File: config.mk
export PLATFORM = sky130hd
export DESIGN_NAME = irq_ctrl_reg
export DESIGN_NICKNAME = d
export VERILOG_FILES = /design/src/rtl/irq_ctrl_pkg.sv /design/src/rtl/irq_sync.sv /design/src/rtl/irq_ctrl_ctl.sv /design/src/rtl/irq_ctrl_dp.sv /design/src/rtl/irq_ctrl_reg.sv
export SDC_FILE = /design/constraint.sdc
export NUM_CORES = 1
export LEC_CHECK = 0
export CELL_PAD_IN_SITES_DETAIL_PLACEMENT = 1
export CELL_PAD_IN_SITES_GLOBAL_PLACEMENT = 1
export CORE_UTILIZATION = 30
export DETAILED_ROUTE_END_ITERATION = 10
export PLACE_DENSITY_LB_ADDON = 0.1
export SETUP_SLACK_MARGIN = 0.5
export SKIP_CTS_REPAIR_TIMING = 1
export SLEW_MARGIN = 20
export SYNTH_ARGS = -nofsm -noshare
export SYNTH_HDL_FRONTEND = slang
export SYNTH_SLANG_ARGS = --single-unit
File: constraint.sdc
create_clock -name clk -period 2.79 [get_ports clk]
set_clock_uncertainty 0.2 [all_clocks]
set_input_delay 0.279 -clock clk [delete_from_list [all_inputs] [get_ports clk]]
set_output_delay 0.279 -clock clk [all_outputs]
set_load 0.05 [all_outputs]
File: src/rtl/irq_ctrl_pkg.sv
package irq_ctrl_pkg;
  localparam int REG_W    = 8;
  localparam int BIT_GIE  = 7;
  localparam int BIT_PEIE = 6;
  localparam int BIT_TIE  = 5;
  localparam int BIT_XIE  = 4;
  localparam int BIT_PIE  = 3;
  localparam int BIT_TF   = 2;
  localparam int BIT_XF   = 1;
  localparam int BIT_PF   = 0;

  typedef struct packed {
    logic wrEn;
    logic timerSet;
    logic extSet;
    logic portSet;
  } ctlStrobe_t;
endpackage

File: src/rtl/irq_sync.sv
module irq_sync #(
  parameter int WIDTH  = 1,
  parameter int STAGES = 2
) (
  input  logic             clk,
  input  logic             rstN,
  input  logic [WIDTH-1:0] asyncIn,
  output logic [WIDTH-1:0] syncOut
);
  logic [WIDTH-1:0] stage [STAGES];

  for (genvar g = 0; g < STAGES; g++) begin : g_stage
    if (g == 0) begin : g_first
      always_ff @(posedge clk or negedge rstN) begin
        if (!rstN) stage[g] <= '0;
        else       stage[g] <= asyncIn;
      end
    end else begin : g_next
      always_ff @(posedge clk or negedge rstN) begin
        if (!rstN) stage[g] <= '0;
        else       stage[g] <= stage[g-1];
      end
    end
  end

  assign syncOut = stage[STAGES-1];
endmodule

File: src/rtl/irq_ctrl_ctl.sv
module irq_ctrl_ctl
  import irq_ctrl_pkg::*;
#(
  parameter int PINS        = 6,
  parameter int SYNC_STAGES = 2
) (
  input  logic            clk,
  input  logic            rstN,
  input  logic            regWrEn,
  input  logic            timerRoll,
  input  logic            extPin,
  input  logic [PINS-1:0] portPins,
  input  logic [PINS-1:0] portChgMask,
  input  logic            portRdStrobe,
  output logic [PINS-1:0] pinSync,
  output ctlStrobe_t      strobe
);
  logic            extSync;
  logic            extPrev;
  logic            extRise;
  logic [PINS-1:0] refLatch;
  logic [PINS-1:0] pinDiff;

  irq_sync #(.WIDTH(1), .STAGES(SYNC_STAGES)) extSync_i (
    .clk(clk), .rstN(rstN), .asyncIn(extPin), .syncOut(extSync)
  );

  irq_sync #(.WIDTH(PINS), .STAGES(SYNC_STAGES)) pinSync_i (
    .clk(clk), .rstN(rstN), .asyncIn(portPins), .syncOut(pinSync)
  );

  // Edge detector after the synchronizer
  always_ff @(posedge clk or negedge rstN) begin
    if (!rstN) extPrev <= 1'b0;
    else       extPrev <= extSync;
  end
  assign extRise = extSync & ~extPrev;

  // Reference captured on a port read
  always_ff @(posedge clk or negedge rstN) begin
    if (!rstN)             refLatch <= '0;
    else if (portRdStrobe) refLatch <= pinSync;
  end
  assign pinDiff = (pinSync ^ refLatch) & portChgMask;

  always_comb begin
    strobe.wrEn     = regWrEn;
    strobe.timerSet = timerRoll;
    strobe.extSet   = extRise;
    strobe.portSet  = |pinDiff;
  end
endmodule

File: src/rtl/irq_ctrl_dp.sv
module irq_ctrl_dp
  import irq_ctrl_pkg::*;
(
  input  logic             clk,
  input  logic             rstN,
  input  ctlStrobe_t       strobe,
  input  logic [REG_W-1:0] wrData,
  input  logic             periphReq,
  output logic [REG_W-1:0] regQ,
  output logic             irqOut
);
  logic [REG_W-1:0] regD;
  logic             srcTimer;
  logic             srcExt;
  logic             srcPort;
  logic             srcPeriph;

  always_comb begin
    regD = strobe.wrEn ? wrData : regQ;
    // A hardware set overrides a write of 0 in the same cycle
    if (strobe.timerSet) regD[BIT_TF] = 1'b1;
    if (strobe.extSet)   regD[BIT_XF] = 1'b1;
    if (strobe.portSet)  regD[BIT_PF] = 1'b1;
  end

  always_ff @(posedge clk or negedge rstN) begin
    if (!rstN) regQ <= '0;
    else       regQ <= regD;
  end

  assign srcTimer  = regQ[BIT_TIE]  & regQ[BIT_TF];
  assign srcExt    = regQ[BIT_XIE]  & regQ[BIT_XF];
  assign srcPort   = regQ[BIT_PIE]  & regQ[BIT_PF];
  assign srcPeriph = regQ[BIT_PEIE] & periphReq;
  assign irqOut    = regQ[BIT_GIE] & (srcTimer | srcExt | srcPort | srcPeriph);
endmodule

File: src/rtl/irq_ctrl_reg.sv
module irq_ctrl_reg
  import irq_ctrl_pkg::*;
#(
  parameter int PINS        = 6,
  parameter int SYNC_STAGES = 2
) (
  input  logic            clk,
  input  logic            rstN,
  input  logic            regWrEn,
  input  logic [7:0]      regWrData,
  output logic [7:0]      regRdData,
  input  logic            timerRoll,
  input  logic            extPin,
  input  logic            periphReq,
  input  logic [PINS-1:0] portPins,
  input  logic [PINS-1:0] portChgMask,
  input  logic            portRdStrobe,
  output logic [PINS-1:0] portRdData,
  output logic            irqOut
);
  ctlStrobe_t strobe;

  irq_ctrl_ctl #(.PINS(PINS), .SYNC_STAGES(SYNC_STAGES)) ctl_i (
    .clk(clk), .rstN(rstN), .regWrEn(regWrEn), .timerRoll(timerRoll),
    .extPin(extPin), .portPins(portPins), .portChgMask(portChgMask),
    .portRdStrobe(portRdStrobe), .pinSync(portRdData), .strobe(strobe)
  );

  irq_ctrl_dp dp_i (
    .clk(clk), .rstN(rstN), .strobe(strobe), .wrData(regWrData),
    .periphReq(periphReq), .regQ(regRdData), .irqOut(irqOut)
  );
endmodule

* Word-level counts from Yosys, hierarchy flattened
Cells that the tools add are included.
** Storage, ports and cells
- Flip-flop bits (word level) :: 29
- Latch bits :: 0
- Bits in writable memories :: 0
- Memory bits (read-only) :: 0
- Bits of input ports :: 27
- Output and inout bits :: 15
- Word-level logic and storage cells :: 30
- Memories kept :: 0
** Cells by class
- Add/sub/neg operators :: 0
- $mul :: 0
- Divide/modulo/power cells :: 0
- $lt $le $gt $ge :: 0
- Eq/ne operators :: 0
- Shift operators :: 0
- Multiplexer cells :: 4
- Bitwise gates (word level) :: 12
- Reductions and logical operators :: 4
** Operator list (number)
- AND 1 bit :: 6
- AND 6 bit :: 1
- nonzero test 2 bit :: 3
- OR reduction 6 bit :: 1
- XOR 6 bit :: 1
- 2-to-1 mux 1 bit :: 3
- 2-to-1 mux 3 bit :: 1
- bitwise OR 1 bit :: 3
- inverter 1 bit :: 1

* Longest topological paths before layout
- Word-level depth :: 5
- Depth in mapped cells :: 4
- Gate-level depth less buffers :: 3

* By module
From an unflattened synthesis, not the netlist that was laid out.
** Unflattened totals
- Cell total of the unflattened synthesis :: 71
- Area, all modules :: 1122.3 µm²
** Modules (own cells, without submodules)
- irq_ctrl_ctl :: times used 1, cells each 28, area each 385.4 µm², seq. area each 175.2 µm²
- irq_sync at ctl_i.pinSync_i :: times used 1, cells each 18, area each 345.3 µm², seq. area each 300.3 µm²
- irq_ctrl_dp :: times used 1, cells each 23, area each 341.6 µm², seq. area each 200.2 µm²
- irq_sync at ctl_i.extSync_i :: times used 1, cells each 2, area each 50.0 µm², seq. area each 50.0 µm²

* Least setup slack after synthesis
No wires, ideal clock.
- Kind :: register to output
- From :: reg dp_i.regQ[5]
- To :: out irqOut
- Data arrival time :: 1.948 ns
- Required time :: 2.311 ns
- Slack :: 0.363 ns
- Cell stages (with the launch flop) :: 3
- Path through :: dfrtp_1 > a22oi_1 > a21boi_0
** Between the ends
- Cells in the longest elaborated chain, start to end :: 5
** Ends and longest elaborated chain
- from (decl) :: line irq_ctrl_dp.sv:9 : output logic [REG_W-1:0] regQ,
- from (signal assigned) :: line irq_ctrl_dp.sv:28 : else regQ <= regD;
- AND 1 bit :: line irq_ctrl_dp.sv:31 : assign srcTimer = regQ[BIT_TIE] & regQ[BIT_TF];
- bitwise OR 1 bit (3 in a row) :: line irq_ctrl_dp.sv:35 : assign irqOut = regQ[BIT_GIE] & (srcTimer | srcExt | srcPort | srcPeriph);
- AND 1 bit :: line irq_ctrl_dp.sv:35
- to (decl) :: line irq_ctrl_reg.sv:19 : output logic irqOut
No other way between the ends.

* Worst setup path in the final report
- From :: reg ctl_i.pinSync_i.stage (netlist bit ctl_i.pinSync_i.syncOut[1])
- To :: out portRdData[1]
** RTL lines
- from (decl) :: line irq_sync.sv:10 : logic [WIDTH-1:0] stage [STAGES];
- from (signal, indexed assignment) :: line irq_sync.sv:21 : else stage[g] <= stage[g-1];
- to (decl) :: line irq_ctrl_reg.sv:18 : output logic [PINS-1:0] portRdData,
No word-level cell between the ends.

==> flow_summary.yaml <==
timing:
  fmax_mhz: 490
  rsz0062_at_grt: "false"
  slew_headroom_pct: 66.4
  final-setup-viol-count: 0
  drv_slew: 0
  hold_viol: 0
  worstMarginPinSlew_ns: 0.502
  min_period_ns: 2.04
  holdWs_ns: 0.136
  period_share_pct: 73.1
  final.setup.tns_ns: 0
worst_setup_path:
  crit_family: "buffers and inverters"
  rr_startpoint: "ctl_i.pinSync_i.syncOut[2]$_DFF_PN0_"
  start_kind: "flop"
  path_cells: "clkdlybuf4s50_1"
  r2r_end: "dp_i.regQ[0]$_DFFE_PN0P_"
  crit_slowest_cell: "clkdlybuf4s50_1"
  rrSetupSlack_ns: 1.39
  cp.depth: 1
  cp_max_fo: 3
  critPathKind: "flop to output pin"
  max_stage_delay_ns: 0.82
  r2r_cells: 3
  cp_data_arrival_time_ns: 1.56
  cp.required_ns: 2.31
  cp-startpoint: "ctl_i.pinSync_i.syncOut[1]$_DFF_PN0_"
  critPathCapture: "portRdData[1]"
  cp-end-kind: "output pin"
  path_buf_inv: 1
logic_synthesis:
  synth_top_area_share_pct: 69.0
  synth.net_count: 94
  synth_seq_cells: 29
  ys_top_cells_by_area: "dfrtp_1, mux2_2, xor2_1, buf_4, a22oi_1"
  ys_seq_area_share_pct: 69.0
  yosysUniqueCellTypes: 15
  yosysTopAreaCell: "dfrtp_1"
  syn_avg_cell_area_um2: 15.7
  syn-cell-area_um2: 1050
  syn_inst: 67
  yosys_warnings: 0
pwr:
  pwr-share-seq_pct: 52.9
  pwr_density_cell_nw_per_um2: 583
  switching_share_pct: 28.0
  p_leak_nw: 0.642
  p_sw_mw: 0.249
  pwr-share-comb_pct: 21.1
  power_frac_clock_pct: 26.0
  power_mw: 0.888
  internal_power_mw: 0.639
  vdd_drop_max_uv: 276
floorplanning:
  die_w_um: 61.2
  dieArea_um2: 3740
  die_h_um: 61.2
  rows: 21
  ioPinCount: 42
  coreArea_um2: 3340
  start_util_pct: 31.5
worst_hold_path:
  hold_path_class: "primary input to asynchronous set/reset pin"
cts:
  clkSinkCount: 29
  cts_inserted_buffers: 5
  tritoncts: "yes"
  cts_root_buffer: "clkbuf_4"
  htree_num_levels: 2
  clkTransAtPathRegs_ns: 0.09
  cts_buffer_depth: 2
  insertion_delay_ns: 0.31
job:
  maxCapViolations: 0
outcome:
  status: "complete, no violations"
routing:
  vias: 668
  wirelength_um: 1980
  first_pass_iters: 4
  wire_per_inst_um: 12.8
  ant_nets: 0
  drtIter0Drc: 21
  avgViaCountPerCell: 4.31
  drc: 0
layout:
  drive_gt1_share_pct: 15.6
  area_growth_pct: 44.9
  stdcell_count: 155
  multiInputGateArea_um2: 267
  diodes: 0
  nNetsFinal: 135
  layout_common_cells: "clkdlybuf4s50_1, dfrtp_1, mux2_2, xor2_1, clkbuf_4"
  regArea_um2: 726
  n_fill_cell: 357
  final_common_cell: "clkdlybuf4s50_1"
placement:
  post-place-cells: 147
  gp_routability_congestion: 0.603
  hpwl_um: 1440
  io_buffer_count: 41
grt:
  grtUsageTotal_pct: 12.6
  antenna_found_initial: 0
  grt_pass1_wl_um: 3090
  grt_pass1_vias: 685
  gr-total-overflow: 0
  grt_max_degree: 30
[routing by layer]
metal	track usage (%)	part of all wire, %	wire length, µm
met5	0	0	0
met4	11.7	2.4	48
met3	4.62	9.5	189
met2	17.7	45	888
met1	14.8	43	854
[cell families after synthesis]
logic type	after synthesis	share of synthesized area [%]
buffers and inverters	9	5.59
DFF	29	69.0
and+or+nand+nor	3	1.67
AOI/OAI and AO/OA	8	5.95
xor gates and xnor gates	6	5.00
muxes	12	12.7
[how the worst min path moves through the flow]
| stage | startpoint | to | slack (ns) |
|---|---|---|---|
| 2_1_floorplan | rstN | ctl_i.extPrev$_DFF_PN0_ | -0.22 |
| 3_3_place_gp | ctl_i.pinSync_i.stage[6]$_DFF_PN0_ | ctl_i.pinSync_i.syncOut[0]$_DFF_PN0_ | 0.13 |
| 3_5_place_dp | ctl_i.pinSync_i.stage[9]$_DFF_PN0_ | ctl_i.pinSync_i.syncOut[3]$_DFF_PN0_ | 0.14 |
| 4_1_cts | rstN | dp_i.regQ[0]$_DFFE_PN0P_ | 0.13 |
| 5_1_grt | rstN | dp_i.regQ[5]$_DFFE_PN0P_ | 0.15 |
| 6_report | rstN | dp_i.regQ[3]$_DFFE_PN0P_ | 0.14 |
[Yosys cell counts]
cell	n
buf_4	6
nand3_1	1
mux2_2	11
a222oi_1	1
o21ai_0	1
a211o_1	1
buf_2	2
xor2_1	6
inv_1	1
mux2i_1	1
dfrtp_1	29
a21boi_0	1
a221oi_1	1
nor2b_1	2
a22oi_1	3
[flip-flops by register name, indices dropped and copies added, names as in the netlist]
signal and count:
ctl_i.pinSync_i.syncOut 6, ctl_i.pinSync_i.stage 6, ctl_i.extSync_i.stage 1, ctl_i.extPrev 1, dp_i.regQ 8, ctl_i.extSync_i.syncOut 1
ctl_i.refLatch 6
[per-stage QoR]
step | worst slack, ns | util, % | area [µm²]
2_1_floorplan | 0.730 | - | 1050
3_3_place_gp | 0.592 | 44.1 | 1470
3_5_place_dp | 0.572 | 44.1 | 1470
4_1_cts | 0.527 | 45.6 | 1520
5_1_grt | 0.709 | 45.6 | 1520
6_report | 0.751 | 45.6 | 1520
[power groups by stage]
stage          sequential (mW)  clock (mW)  combinational (mW)
3_5_place_dp             0.479           0               0.190
6_report                 0.470       0.231               0.187
2_1_floorplan            0.513           0              0.0718
3_3_place_gp             0.477           0               0.188
5_1_grt                  0.475       0.263               0.200
4_1_cts                  0.471       0.246               0.191
[cell type report]
class | count | area share (%)
clock buffers | 8 | 3.20
multi-input cells | 29 | 17.5
well taps | 46 | 3.78
repair buffers | 42 | 27.6
flip-flops and latches | 29 | 47.7
inverters | 1 | 0.247
Note: power is estimated with default switching activity, not from simulation.
